**src/rtl/activity_ctr_pkg.sv**
```systemverilog
package activity_ctr_pkg;

  typedef enum logic [1:0] {
    ACT_MODE_OFF  = 2'd0,
    ACT_MODE_BUSY = 2'd1,
    ACT_MODE_ALL  = 2'd2,
    ACT_MODE_RSVD = 2'd3
  } act_mode_e;

  localparam int ADDR_W    = 5;
  localparam int DATA_W    = 32;
  localparam int FLEN_W    = 8;
  localparam int FLEN_RST  = 4;

  // address groups: addr[4:3]
  localparam logic [1:0] GRP_MASK = 2'd0;
  localparam logic [1:0] GRP_CTRL = 2'd1;
  localparam logic [1:0] GRP_CNT  = 2'd2;
  localparam logic [1:0] GRP_MISC = 2'd3;

  // indices inside GRP_MISC
  localparam logic [2:0] MISC_THR = 3'd0;
  localparam logic [2:0] MISC_STS = 3'd1;
  localparam logic [2:0] MISC_EN  = 3'd2;

  // control register field positions
  localparam int CTRL_FEN_BIT = 2;
  localparam int CTRL_LEN_LSB = 8;

endpackage

```
**src/rtl/actc_level_filter.sv**
```systemverilog
module actc_level_filter #(
  parameter int LEN_W = 8
) (
  input  logic             clk,
  input  logic             rst_n,
  input  logic             raw_i,
  input  logic [LEN_W-1:0] len_i,
  output logic             state_o
);

  localparam logic [LEN_W:0] ONE = {{LEN_W{1'b0}}, 1'b1};

  logic [LEN_W-1:0] run_q, run_d;
  logic             state_q, state_d;
  logic [LEN_W:0]   run_nxt;
  logic [LEN_W:0]   len_eff;

  always_comb begin
    len_eff = (len_i == '0) ? ONE : {1'b0, len_i};
    run_nxt = {1'b0, run_q} + ONE;
    run_d   = '0;
    state_d = state_q;
    if (raw_i != state_q) begin
      if (run_nxt >= len_eff) begin
        state_d = raw_i;
      end else begin
        run_d = run_nxt[LEN_W-1:0];
      end
    end
  end

  always_ff @(posedge clk or negedge rst_n) begin
    if (!rst_n) begin
      run_q   <= '0;
      state_q <= 1'b0;
    end else begin
      run_q   <= run_d;
      state_q <= state_d;
    end
  end

  assign state_o = state_q;

  AST_FILT_SETTLED: assert property (@(posedge clk) disable iff (!rst_n)
    (raw_i == state_q) |=> $stable(state_q));

endmodule

```
**src/rtl/actc_channel.sv**
```systemverilog
module actc_channel
  import activity_ctr_pkg::*;
#(
  parameter int NUM_SRC = 8,
  parameter int CNT_W   = 32
) (
  input  logic              clk,
  input  logic              rst_n,
  input  logic [NUM_SRC-1:0] busy_i,
  input  logic              mask_we_i,
  input  logic [NUM_SRC-1:0] mask_wdata_i,
  input  logic              ctrl_we_i,
  input  act_mode_e         mode_wdata_i,
  input  logic              fen_wdata_i,
  input  logic [FLEN_W-1:0] flen_wdata_i,
  input  logic              clr_i,
  output logic [NUM_SRC-1:0] mask_o,
  output act_mode_e         mode_o,
  output logic              fen_o,
  output logic [FLEN_W-1:0] flen_o,
  output logic [CNT_W-1:0]  cnt_o
);

  localparam logic [CNT_W-1:0] CNT_MAX = {CNT_W{1'b1}};
  localparam logic [CNT_W-1:0] CNT_ONE = {{(CNT_W-1){1'b0}}, 1'b1};

  logic [NUM_SRC-1:0] mask_q;
  act_mode_e          mode_q;
  logic               fen_q;
  logic [FLEN_W-1:0]  flen_q;
  logic [CNT_W-1:0]   cnt_q, cnt_d;
  logic               raw_busy, filt_busy, act_busy, inc;

  always_ff @(posedge clk or negedge rst_n) begin
    if (!rst_n) begin
      mask_q <= '0;
    end else if (mask_we_i) begin
      mask_q <= mask_wdata_i;
    end
  end

  always_ff @(posedge clk or negedge rst_n) begin
    if (!rst_n) begin
      mode_q <= ACT_MODE_OFF;
      fen_q  <= 1'b0;
      flen_q <= FLEN_W'(FLEN_RST);
    end else if (ctrl_we_i) begin
      mode_q <= mode_wdata_i;
      fen_q  <= fen_wdata_i;
      flen_q <= flen_wdata_i;
    end
  end

  assign raw_busy = |(busy_i & mask_q);

  actc_level_filter #(.LEN_W(FLEN_W)) u_filt (
    .clk     (clk),
    .rst_n   (rst_n),
    .raw_i   (raw_busy),
    .len_i   (flen_q),
    .state_o (filt_busy)
  );

  always_comb begin
    act_busy = fen_q ? filt_busy : raw_busy;
    unique case (mode_q)
      ACT_MODE_ALL:  inc = 1'b1;
      ACT_MODE_BUSY: inc = act_busy;
      default:       inc = 1'b0;
    endcase
    cnt_d = cnt_q;
    if (clr_i) begin
      cnt_d = '0;
    end else if (inc && (cnt_q != CNT_MAX)) begin
      cnt_d = cnt_q + CNT_ONE;
    end
  end

  always_ff @(posedge clk or negedge rst_n) begin
    if (!rst_n) begin
      cnt_q <= '0;
    end else begin
      cnt_q <= cnt_d;
    end
  end

  assign mask_o = mask_q;
  assign mode_o = mode_q;
  assign fen_o  = fen_q;
  assign flen_o = flen_q;
  assign cnt_o  = cnt_q;

  AST_CNT_CLEARED: assert property (@(posedge clk) disable iff (!rst_n)
    clr_i |=> (cnt_q == '0));

  AST_CNT_SATURATED: assert property (@(posedge clk) disable iff (!rst_n)
    ((cnt_q == CNT_MAX) && !clr_i) |=> (cnt_q == CNT_MAX));

  AST_CNT_OFF_HOLDS: assert property (@(posedge clk) disable iff (!rst_n)
    ((mode_q != ACT_MODE_ALL) && (mode_q != ACT_MODE_BUSY) && !clr_i) |=> $stable(cnt_q));

  AST_CNT_STEP_ONE: assert property (@(posedge clk) disable iff (!rst_n)
    !clr_i |=> ((cnt_q == $past(cnt_q)) || (cnt_q == $past(cnt_q) + CNT_ONE)));

endmodule

```
**src/rtl/actc_threshold_irq.sv**
```systemverilog
module actc_threshold_irq #(
  parameter int CNT_W = 32
) (
  input  logic             clk,
  input  logic             rst_n,
  input  logic [CNT_W-1:0] cnt0_i,
  input  logic             thr_we_i,
  input  logic [CNT_W-1:0] thr_wdata_i,
  input  logic             sts_clr_i,
  input  logic             en_we_i,
  input  logic             en_wdata_i,
  output logic [CNT_W-1:0] thr_o,
  output logic             sts_o,
  output logic             en_o,
  output logic             irq_o
);

  localparam logic [CNT_W-1:0] THR_RST = {1'b0, {(CNT_W-1){1'b1}}};

  logic [CNT_W-1:0] thr_q;
  logic             sts_q, sts_d;
  logic             en_q;
  logic             over;

  always_ff @(posedge clk or negedge rst_n) begin
    if (!rst_n) begin
      thr_q <= THR_RST;
    end else if (thr_we_i) begin
      thr_q <= thr_wdata_i;
    end
  end

  always_ff @(posedge clk or negedge rst_n) begin
    if (!rst_n) begin
      en_q <= 1'b0;
    end else if (en_we_i) begin
      en_q <= en_wdata_i;
    end
  end

  always_comb begin
    over  = (cnt0_i > thr_q);
    sts_d = (sts_q && !sts_clr_i) || over;
  end

  always_ff @(posedge clk or negedge rst_n) begin
    if (!rst_n) begin
      sts_q <= 1'b0;
    end else begin
      sts_q <= sts_d;
    end
  end

  assign thr_o = thr_q;
  assign sts_o = sts_q;
  assign en_o  = en_q;
  assign irq_o = sts_q & en_q;

  AST_STS_SET: assert property (@(posedge clk) disable iff (!rst_n)
    (cnt0_i > thr_q) |=> sts_q);

  AST_STS_STICKY: assert property (@(posedge clk) disable iff (!rst_n)
    (sts_q && !sts_clr_i) |=> sts_q);

endmodule

```
**src/rtl/activity_ctr_bank.sv**
```systemverilog
module activity_ctr_bank
  import activity_ctr_pkg::*;
#(
  parameter int NUM_CNT = 8,
  parameter int NUM_SRC = 8,
  parameter int CNT_W   = 32
) (
  input  logic               clk,
  input  logic               rst_n,
  input  logic [NUM_SRC-1:0] busy_i,
  input  logic               wr_en,
  input  logic [ADDR_W-1:0]  wr_addr,
  input  logic [DATA_W-1:0]  wr_data,
  input  logic [ADDR_W-1:0]  rd_addr,
  output logic [DATA_W-1:0]  rd_data,
  output logic               irq_o
);

  logic [1:0] wr_grp, rd_grp;
  logic [2:0] wr_idx, rd_idx;

  logic [NUM_SRC-1:0] mask_a [NUM_CNT];
  act_mode_e          mode_a [NUM_CNT];
  logic               fen_a  [NUM_CNT];
  logic [FLEN_W-1:0]  flen_a [NUM_CNT];
  logic [CNT_W-1:0]   cnt_a  [NUM_CNT];

  logic [CNT_W-1:0] thr;
  logic             sts, en;
  logic             thr_we, sts_clr, en_we;

  assign wr_grp = wr_addr[4:3];
  assign wr_idx = wr_addr[2:0];
  assign rd_grp = rd_addr[4:3];
  assign rd_idx = rd_addr[2:0];

  for (genvar i = 0; i < NUM_CNT; i++) begin : g_ch
    logic mask_we, ctrl_we, clr;
    assign mask_we = wr_en && (wr_grp == GRP_MASK) && (wr_idx == 3'(i));
    assign ctrl_we = wr_en && (wr_grp == GRP_CTRL) && (wr_idx == 3'(i));
    assign clr     = wr_en && (wr_grp == GRP_CNT)  && (wr_idx == 3'(i)) && wr_data[0];

    actc_channel #(.NUM_SRC(NUM_SRC), .CNT_W(CNT_W)) u_ch (
      .clk          (clk),
      .rst_n        (rst_n),
      .busy_i       (busy_i),
      .mask_we_i    (mask_we),
      .mask_wdata_i (wr_data[NUM_SRC-1:0]),
      .ctrl_we_i    (ctrl_we),
      .mode_wdata_i (act_mode_e'(wr_data[1:0])),
      .fen_wdata_i  (wr_data[CTRL_FEN_BIT]),
      .flen_wdata_i (wr_data[CTRL_LEN_LSB +: FLEN_W]),
      .clr_i        (clr),
      .mask_o       (mask_a[i]),
      .mode_o       (mode_a[i]),
      .fen_o        (fen_a[i]),
      .flen_o       (flen_a[i]),
      .cnt_o        (cnt_a[i])
    );
  end

  assign thr_we  = wr_en && (wr_grp == GRP_MISC) && (wr_idx == MISC_THR);
  assign sts_clr = wr_en && (wr_grp == GRP_MISC) && (wr_idx == MISC_STS) && wr_data[0];
  assign en_we   = wr_en && (wr_grp == GRP_MISC) && (wr_idx == MISC_EN);

  actc_threshold_irq #(.CNT_W(CNT_W)) u_thr (
    .clk         (clk),
    .rst_n       (rst_n),
    .cnt0_i      (cnt_a[0]),
    .thr_we_i    (thr_we),
    .thr_wdata_i (wr_data[CNT_W-1:0]),
    .sts_clr_i   (sts_clr),
    .en_we_i     (en_we),
    .en_wdata_i  (wr_data[0]),
    .thr_o       (thr),
    .sts_o       (sts),
    .en_o        (en),
    .irq_o       (irq_o)
  );

  always_comb begin
    rd_data = '0;
    if (rd_grp == GRP_MISC) begin
      unique case (rd_idx)
        MISC_THR: rd_data = 32'(thr);
        MISC_STS: rd_data = 32'(sts);
        MISC_EN:  rd_data = 32'(en);
        default:  rd_data = '0;
      endcase
    end else if (32'(rd_idx) < NUM_CNT) begin
      unique case (rd_grp)
        GRP_MASK: rd_data = 32'(mask_a[rd_idx]);
        GRP_CTRL: rd_data = 32'({flen_a[rd_idx], 5'd0, fen_a[rd_idx], mode_a[rd_idx]});
        GRP_CNT:  rd_data = 32'(cnt_a[rd_idx]);
        default:  rd_data = '0;
      endcase
    end
  end

endmodule

```
**config.mk**
```make
export PLATFORM = sky130hd
export DESIGN_NAME = activity_ctr_bank
export DESIGN_NICKNAME = d
export VERILOG_FILES = /design/src/rtl/activity_ctr_pkg.sv /design/src/rtl/actc_level_filter.sv /design/src/rtl/actc_channel.sv /design/src/rtl/actc_threshold_irq.sv /design/src/rtl/activity_ctr_bank.sv
export SDC_FILE = /design/constraint.sdc
export NUM_CORES = 1
export LEC_CHECK = 0
export BUFFER_PORTS_ARGS = -buffer_cell sky130_fd_sc_hd__buf_2
export CORE_ASPECT_RATIO = 1.1
export CORE_MARGIN = 2
export CORE_UTILIZATION = 45
export DETAILED_ROUTE_END_ITERATION = 16
export GPL_TIMING_DRIVEN = 0
export HOLD_SLACK_MARGIN = 0.1
export PLACE_DENSITY_LB_ADDON = 0.25
export SLEW_MARGIN = 20
export SYNTH_ARGS = -nofsm -noshare
export SYNTH_HDL_FRONTEND = slang
export SYNTH_SLANG_ARGS = --single-unit
```
**constraint.sdc**
```tcl
create_clock -name clk -period 2 [get_ports clk]
set_input_delay 0.1 -clock clk [delete_from_list [all_inputs] [get_ports clk]]
set_output_delay 0.1 -clock clk [all_outputs]
set_load 0.05 [all_outputs]
```
# Yosys cells after proc, flatten, opt, wreduce, memory -nomap -nowiden
# Cells that the tools add are included.
totals:
  reg_bits: 514
  input_bits: 53
  out_inout_bits: 33
  wordCells: 303
classes:
  addsub: 16
  magnitude_cmp: 10
  n_eq_ne: 47
  n_mux: 74
  n_bitwise: 10
  reduce_logical: 87
op_table:
  columns: ["op", "n"]
  rows:
  - ["32-bit two-way mux", 19]
  - ["32-bit by 1-bit adder with 32-bit output, second input constant", 8]
  - ["32-bit inequality test, second input constant", 8]
  - ["8-bit two-way mux", 28]
  - ["32-bit one-hot mux with 3 select lines", 2]
  - ["32-bit binary-select mux with 3-bit select", 1]
  - ["8-bit by 1-bit adder with 9-bit output, second input constant", 8]
  - ["9-bit by 8-bit greater-or-equal comparator with 1-bit output", 8]
  - ["8-bit bitwise AND", 8]
  - ["8-bit zero test", 8]
  - ["8-bit OR reduction", 8]
  - ["1-bit logical AND", 49]
  - ["8-bit binary-select mux with 3-bit select", 2]
  - ["32-bit > comparator", 1]
  - ["2-bit equality test, second input constant", 12]
  - ["2-bit by 1-bit equality test with 1-bit output, second input constant", 10]
  - ["1-bit one-hot mux with 2 select lines", 8]
  - ["2-bit AND reduction", 8]
  - ["2-bit nonzero test", 8]
  - ["3-bit equality test, second input constant", 4]
  - ["1-bit two-way mux", 10]
  - ["3-bit by 2-bit equality test with 1-bit output, second input constant", 3]
  - ["1-bit inequality test", 8]
  - ["2-bit binary-select mux with 3-bit select", 1]
  - ["other kinds (10)", 14]

# Longest topological paths before layout
logic_depth:
  word_depth: 7
  mapped_depth: 10
  depth_no_buf: 10

# By module
# Synthesis repeated with hierarchy kept, for this count alone.
hier_totals:
  hier_cells: 3152
  area_unflattened_um2: 32386.1
modules_own_cells:
  columns: ["mod", "instances", "cells_each", "area_each_um2", "seq_area_each_um2"]
  rows:
  - ["actc_channel", 8, 264, 2678.8, 1277.5]
  - ["actc_level_filter", 8, 63, 661.9, 225.2]
  - ["activity_ctr_bank", 1, 316, 3617.2, 0.0]
  - ["actc_threshold_irq", 1, 220, 2043.2, 889.6]

# Worst setup path after synthesis
# No wires, ideal clock.
synth_timing:
  path_type: "input -> output"
  start: "input rd_addr[2]"
  end: "output rd_data[12]"
  t_arrival_ns: 2.439
  required_ns: 1.900
  slack_ns: -0.539
  cell_stages: 5
  path_buffers: 3
  cell_sequence: "buf_2 buf_1 buf_1 mux2i_1 o21ai_0"
synth_between:
  elab_chain_len: 6
  elab_cells_between_ends: 13
  classes_between: "2 x eq/ne; 9 x mux; 1 x bitwise; 1 x reduce/logical"
synth_rtl:
  columns: ["item", "line", "source"]
  rows:
  - ["start, declared", "activity_ctr_bank.sv:14", "input logic [ADDR_W-1:0] rd_addr,"]
  - ["3-bit NOT with 4-bit output (implied by the code)", "activity_ctr_bank.sv:93, activity_ctr_bank.sv:94", null]
  - ["32-bit binary-select mux with 3-bit select or 8-bit binary-select mux with 3-bit select (tied branches)", "activity_ctr_bank.sv:94, activity_ctr_bank.sv:93", null]
  - ["32-bit two-way mux (implied by the code) or 8-bit two-way mux (tied branches) (2 in series)", "activity_ctr_bank.sv:94, activity_ctr_bank.sv:93", null]
  - ["32-bit one-hot mux with 3 select lines", "activity_ctr_bank.sv:91", "unique case (rd_grp)"]
  - ["32-bit two-way mux (*)", "activity_ctr_bank.sv:83", "if (rd_grp == GRP_MISC) begin"]
  - ["end, declared", "activity_ctr_bank.sv:15", "output logic [DATA_W-1:0] rd_data,"]
# Every way passes the cells marked *; elsewhere a longest branch is shown, timed or not. The select of a mux whose other input is x is not followed.

# Worst setup path in the final report
layout_timing:
  start: "register g_ch[6].u_ch.cnt_q[2]"
  end: "output rd_data[2]"
layout_between:
  elab_chain_len: 5
layout_rtl:
  columns: ["item", "line", "source"]
  rows:
  - ["start, declared", "actc_channel.sv:31", "logic [CNT_W-1:0] cnt_q, cnt_d;"]
  - ["start signal, assigned", "actc_channel.sv:83", "cnt_q <= cnt_d;"]
  - ["32-bit binary-select mux with 3-bit select", "activity_ctr_bank.sv:94", "GRP_CNT: rd_data = 32'(cnt_a[rd_idx]);"]
  - ["32-bit two-way mux (implied by the code) (2 in series)", "activity_ctr_bank.sv:94", null]
  - ["32-bit one-hot mux with 3 select lines", "activity_ctr_bank.sv:91", null]
  - ["32-bit two-way mux", "activity_ctr_bank.sv:83", null]
# No other way between the ends. The select of a mux whose other input is x is not followed.

==> impl_results.html <==
<table>
<tr><th>Metric</th><th>Value</th></tr>
<tr><th colspan="2">STA</th></tr>
<tr><td>Setup repair after global routing missed its margin</td><td>yes</td></tr>
<tr><td>Total count of max-transition violations in the final report</td><td>0</td></tr>
<tr><td>Final setup fails</td><td>297</td></tr>
<tr><td>Layout Skew</td><td>0.02118 ns</td></tr>
<tr><td>Number of hold violations in the final report</td><td>0</td></tr>
<tr><td>Final period util</td><td>131.4%</td></tr>
<tr><td>Tightest slew margin relative to the limit</td><td>28.23%</td></tr>
<tr><td>Final worst path period need</td><td>2.629 ns</td></tr>
<tr><td>Worst path setup slack after routing</td><td>-0.6289 ns</td></tr>
<tr><td>Maximum frequency from static timing analysis</td><td>~380 MHz</td></tr>
<tr><td>Worst-margin pin slew</td><td>1.076 ns</td></tr>
<tr><th colspan="2">Worst setup path</th></tr>
<tr><td>Launch point of the worst path</td><td>g_ch[6].u_ch.cnt_o[2]</td></tr>
<tr><td>FF-to-FF Start</td><td>g_ch[6].u_ch.flen_o[4]</td></tr>
<tr><td>Startpoint kind of the worst setup timing path</td><td>flop</td></tr>
<tr><td>Data required time at the worst endpoint</td><td>1.90 ns</td></tr>
<tr><td>Critical path fanouts, max</td><td>4</td></tr>
<tr><td>Critical Path AT</td><td>2.53 ns</td></tr>
<tr><td>Setup Crit Path Kind</td><td>flop to primary output</td></tr>
<tr><td>Kind of capture point of the worst setup path</td><td>primary output</td></tr>
<tr><th colspan="2">Die</th></tr>
<tr><td>Effective utilization at floorplan</td><td>between 40% and 50%</td></tr>
<tr><td>Core ar.</td><td>roughly 68000 sq um</td></tr>
<tr><td>Die span in y</td><td>278.4 microns</td></tr>
<tr><td>Total I/O pin count</td><td>86</td></tr>
<tr><td>Die Width</td><td>approximately 250 microns</td></tr>
<tr><td>Cell row count</td><td>100</td></tr>
<tr><td>Die Outline Area</td><td>between 70000 and 80000 sq um</td></tr>
<tr><th colspan="2">Clock network</th></tr>
<tr><td>Clock-pin slew of the registers on the worst-case setup and hold paths</td><td>0.06 ns</td></tr>
<tr><td>Skew-Pair Late Insertion Delay</td><td>0.64 ns</td></tr>
<tr><td>Number of buffers on the longest clock path</td><td>3</td></tr>
<tr><td>CTS Sinks</td><td>514</td></tr>
<tr><td>Cts bufs inserted</td><td>57</td></tr>
<tr><td>CTS tree</td><td>built</td></tr>
<tr><td>H-tree depth</td><td>2</td></tr>
<tr><td>Root Driver</td><td>sky130_fd_sc_hd__clkbuf_16</td></tr>
<tr><th colspan="2">Min path</th></tr>
<tr><td>Startpoint of the lowest-slack hold path</td><td>wr_addr[4]</td></tr>
<tr><td>Hold/Removal Path Class</td><td>input pin to flop</td></tr>
<tr><th colspan="2">Global route</th></tr>
<tr><td>Global-route wire length before repair</td><td>~160 mm</td></tr>
<tr><td>Met2 track demand over resource</td><td>49.14%</td></tr>
<tr><td>Maximum number of pins on one net before global-route repair</td><td>101</td></tr>
<tr><td>Most used routing layer in global routing</td><td>met2</td></tr>
<tr><td>Met1 track utilization from global routing</td><td>around two fifths</td></tr>
<tr><td>Grt total ovfl</td><td>0</td></tr>
<tr><td>GR Util All Layers</td><td>~30%</td></tr>
<tr><td>Global routing met3 resource utilization</td><td>5.004%</td></tr>
<tr><td>Via count of the first global-routing pass</td><td>~27000</td></tr>
<tr><td>Antenna violations before repair</td><td>6</td></tr>
<tr><th colspan="2">Finish</th></tr>
<tr><td>Filler cell count in the final layout</td><td>5369</td></tr>
<tr><td>Most frequent standard cell in the layout excluding fill and tap cells</td><td>sky130_fd_sc_hd__dfrtp_1</td></tr>
<tr><td>Final Non-Filler Cells</td><td>4507</td></tr>
<tr><td>Commonest cells after routing, fill and taps aside</td><td>358 x sky130_fd_sc_hd__dfrtp_1, 295 x sky130_fd_sc_hd__nor2_1, 280 x sky130_fd_sc_hd__buf_4</td></tr>
<tr><td>Share of post-route cells with drive strength above 1</td><td>37.11%</td></tr>
<tr><td>Layout area overhead</td><td>30.97%</td></tr>
<tr><td>Nets@finish</td><td>3721</td></tr>
<tr><th colspan="2">Power</th></tr>
<tr><td>Clock Power Share</td><td>a little under a third</td></tr>
<tr><td>Switching power</td><td>~12000 uW</td></tr>
<tr><td>Sequential fraction of design power</td><td>38.5%</td></tr>
<tr><td>Leakage component of the power</td><td>0.01772 uW</td></tr>
<tr><td>Pwr/cell area</td><td>869.0 nW/um^2</td></tr>
<tr><td>Combinational group share of total power</td><td>30.3%</td></tr>
<tr><td>Maximum resistive drop on vdd</td><td>0.6554 mV</td></tr>
<tr><td>Fraction of power spent switching nets</td><td>33.79%</td></tr>
<tr><td>Internal power consumption</td><td>23210 uW</td></tr>
<tr><th colspan="2">Synthesis</th></tr>
<tr><td>Synthesized area per cell</td><td>a little over 10 sq um</td></tr>
<tr><td>Async S/R FF share, synth</td><td>100.0%</td></tr>
<tr><td>Area of the mapped netlist</td><td>30800 sq um</td></tr>
<tr><td>Post-synth EDFFs</td><td>0</td></tr>
<tr><td>Multiplexer share of the synthesized area</td><td>14.05%</td></tr>
<tr><td>Synthesized Nets</td><td>3243</td></tr>
<tr><td>Share of the yosys chip area belonging to registers</td><td>41.91%</td></tr>
<tr><td>Compound-gate portion of the synthesized area</td><td>a little under 7%</td></tr>
<tr><td>#FFs+latches synth</td><td>514</td></tr>
<tr><td>Area share of xor/xnor cells in the synthesized design</td><td>roughly 7.6%</td></tr>
<tr><td>Number of distinct library cells after synthesis</td><td>between 70 and 80</td></tr>
<tr><td>Simple-gate portion of the synthesized area</td><td>20.67%</td></tr>
<tr><td>Main combinational cell family by area after synthesis</td><td>simple AND/OR/NAND/NOR gates</td></tr>
<tr><td>Most used DFF post-synth</td><td>sky130_fd_sc_hd__dfrtp_1</td></tr>
<tr><td>Warnings, synthesis</td><td>0</td></tr>
<tr><td>Synth Instances</td><td>between 3000 and 4000</td></tr>
<tr><td>Area share of fa/ha/maj cells after synthesis</td><td>~5.2%</td></tr>
<tr><th colspan="2">Detailed routing</th></tr>
<tr><td>Number of DRC violations after detailed-routing iteration 0</td><td>~2700</td></tr>
<tr><td>Final routed wire length divided by cell count</td><td>23.77 microns</td></tr>
<tr><td>Vias per inst</td><td>6.039</td></tr>
<tr><td>Number of antenna-violating nets in the routed design</td><td>0</td></tr>
<tr><td>DRT Wirelength</td><td>approximately 110 mm</td></tr>
<tr><td>Number of remaining DRC errors</td><td>0</td></tr>
<tr><td>Drt first pass iters</td><td>7</td></tr>
<tr><td>Total via count after detailed routing</td><td>27220</td></tr>
<tr><th colspan="2">Place</th></tr>
<tr><td>Total instance count after detailed placement</td><td>4051</td></tr>
<tr><td>Setup slack after placement</td><td>-1.345 ns</td></tr>
<tr><td>I/O Buffers</td><td>66</td></tr>
<tr><td>Last weighted congestion value of the routability-driven placer</td><td>between 0.9 and 1</td></tr>
<tr><td>Final HPWL from detailed placement</td><td>74.89 mm</td></tr>
<tr><th colspan="2">Run status</th></tr>
<tr><td>Violations in the final reports</td><td>negative setup slack</td></tr>
<tr><td>Outcome</td><td>finished with violations</td></tr>
<tr><th colspan="2">Job</th></tr>
<tr><td>Max-cap viol count</td><td>0</td></tr>
</table>
[through the flow]
| stage | hold WS, ns | setup TNS, ns | total power (uW) | cell area (sq um) | utilization, % |
|---|---|---|---|---|---|
| CTS | 0.1018 | -46.32 | 33970 | 38630 | 57.08 |
| global placement | 0.3112 | -4991.27 | 20380 | 32440 | 47.93 |
| floorplan | -0.1956 | -5.446 | 17970 | 30960 | - |
| detailed placement | 0.1233 | -186.67 | 20790 | 32610 | 48.18 |
| finish | 0.1218 | -48.11 | 35060 | 40340 | 59.60 |
| global route | 0.1315 | -84.22 | 36460 | 40340 | 59.59 |
[worst max-delay path, cell delays in order, from the launching register on]
cell	delay [ns]
sky130_fd_sc_hd__dfrtp_1	0.43
sky130_fd_sc_hd__mux4_2	0.55
sky130_fd_sc_hd__mux2i_2	0.20
sky130_fd_sc_hd__o22ai_1	0.13
sky130_fd_sc_hd__a211o_1	0.39
sky130_fd_sc_hd__buf_6	0.19
[path summary, 6_finish.rpt]
check                      slack (ns)                      endpoint  depth (start not counted)
hold / removal                   0.12                u_thr.thr_o[1]                          4
max in group asynchronous        0.10        g_ch[4].u_ch.cnt_o[25]                          5
setup / recovery                -0.63                    rd_data[2]                          5
setup reg to reg                -0.36  g_ch[6].u_ch.u_filt.run_q[3]                         10
hold reg to reg                  0.49  g_ch[2].u_ch.u_filt.run_q[0]                          1
min in group asynchronous        0.57        g_ch[6].u_ch.mask_o[6]                          3
[layer usage]
metal	vias to the layer above	wire length, microns	part of all wire (%)
li1	11949	-	-
met1	13719	42020	39
met2	1207	51240	48
met3	337	8033	7.5
met4	8	5788	5.4
met5	-	48	0.045
[state kept, by name (all words and copies together), names as in the netlist]
signal	flops
u_thr.en_o	1
g_ch.u_ch.flen_o	64
g_ch.u_ch.u_filt.state_o	8
g_ch.u_ch.mask_o	64
g_ch.u_ch.u_filt.run_q	64
g_ch.u_ch.fen_o	8
u_thr.sts_o	1
g_ch.u_ch.mode_o	16
u_thr.thr_o	32
g_ch.u_ch.cnt_o	256
[cells in the mapped netlist (4+ instances only)]
library cell / instances / area share [%]
sky130_fd_sc_hd__dfrtp_1: 475 / 39
sky130_fd_sc_hd__nand4_1: 114 / 2.3
sky130_fd_sc_hd__o21ai_1: 5 / 0.081
sky130_fd_sc_hd__a22oi_1: 32 / 0.78
sky130_fd_sc_hd__and4_1: 29 / 0.82
sky130_fd_sc_hd__mux2i_1: 54 / 1.8
sky130_fd_sc_hd__xnor2_1: 147 / 4.2
sky130_fd_sc_hd__nand3_1: 160 / 2.6
sky130_fd_sc_hd__nand2_1: 230 / 2.8
sky130_fd_sc_hd__nor4_2: 5 / 0.20
sky130_fd_sc_hd__clkbuf_1: 96 / 1.2
sky130_fd_sc_hd__dfstp_2: 39 / 3.3
sky130_fd_sc_hd__or3_1: 17 / 0.35
sky130_fd_sc_hd__o21ai_0: 122 / 2.0
sky130_fd_sc_hd__buf_2: 34 / 0.55
sky130_fd_sc_hd__nor4b_1: 7 / 0.20
sky130_fd_sc_hd__a31oi_1: 24 / 0.49
sky130_fd_sc_hd__inv_1: 138 / 1.7
sky130_fd_sc_hd__mux4_2: 101 / 7.4
sky130_fd_sc_hd__or4_1: 16 / 0.39
sky130_fd_sc_hd__mux2_1: 5 / 0.18
sky130_fd_sc_hd__nor3_2: 6 / 0.19
sky130_fd_sc_hd__ha_1: 128 / 5.2
sky130_fd_sc_hd__and2_1: 21 / 0.43
sky130_fd_sc_hd__nor4_1: 37 / 0.75
sky130_fd_sc_hd__a21o_1: 21 / 0.51
sky130_fd_sc_hd__xor2_1: 119 / 3.4
sky130_fd_sc_hd__and3_1: 68 / 1.4
sky130_fd_sc_hd__nor3b_1: 10 / 0.24
sky130_fd_sc_hd__a41o_1: 8 / 0.26
sky130_fd_sc_hd__nor2_1: 325 / 4.0
sky130_fd_sc_hd__buf_4: 7 / 0.17
sky130_fd_sc_hd__nand2b_1: 12 / 0.24
sky130_fd_sc_hd__nand3b_1: 7 / 0.17
sky130_fd_sc_hd__nor3_1: 95 / 1.5
sky130_fd_sc_hd__nor2b_1: 55 / 1.1
sky130_fd_sc_hd__o211ai_1: 27 / 0.66
sky130_fd_sc_hd__a21oi_1: 57 / 0.93
sky130_fd_sc_hd__mux2_2: 127 / 4.6
sky130_fd_sc_hd__nand4b_1: 4 / 0.11
sky130_fd_sc_hd__or2_2: 6 / 0.12
sky130_fd_sc_hd__o2111a_1: 6 / 0.22
sky130_fd_sc_hd__buf_1: 11 / 0.13
[kinds of logic after synthesis]
| family | after synthesis |
|---|---|
| AO/OA/AOI/OAI | 334 |
| XOR/XNOR | 266 |
| adder cells (fa/ha/maj) | 128 |
| buffers and inverters | 288 |
| flip-flops | 514 |
| multiplexers | 288 |
| AND/OR/NAND/NOR | 1244 |
[layout make-up]
| type | instances | area (sq um) | share of cell area (%) |
|---|---|---|---|
| timing repair buffer | 428 | 3724 | 9.230 |
| sequential | 514 | 13060 | 32.37 |
| clock inverter | 19 | 186.4 | 0.4621 |
| antenna | 2 | 5.005 | 0.01241 |
| clock buffer | 87 | 1752 | 4.342 |
| inverter | 138 | 528.0 | 1.309 |
| buffer | 141 | 912.1 | 2.261 |
| tap | 918 | 1149 | 2.847 |
| multi-input combinational | 2260 | 19030 | 47.17 |
[power groups by stage]
stage	logic, uW	registers [uW]	clock network [uW]
5_1_grt	11400	13600	11500
6_report	10600	13500	10900
3_3_place_gp	6930	13500	0
2_1_floorplan	5040	12900	0
3_5_place_dp	7250	13500	0
4_1_cts	9560	13400	11100
[repair_timing]
item | CTS | global route
pin swaps | 129 | 93
hold buffers | 41 | 1
buffers inserted | 183 | 131
endpoints found under the setup margin | 356 | 496
hold endpoints to repair | 453 | 1
gates cloned | 6 | 1
resized for setup | 544 | 229
Power figures use the tool's default switching activity.
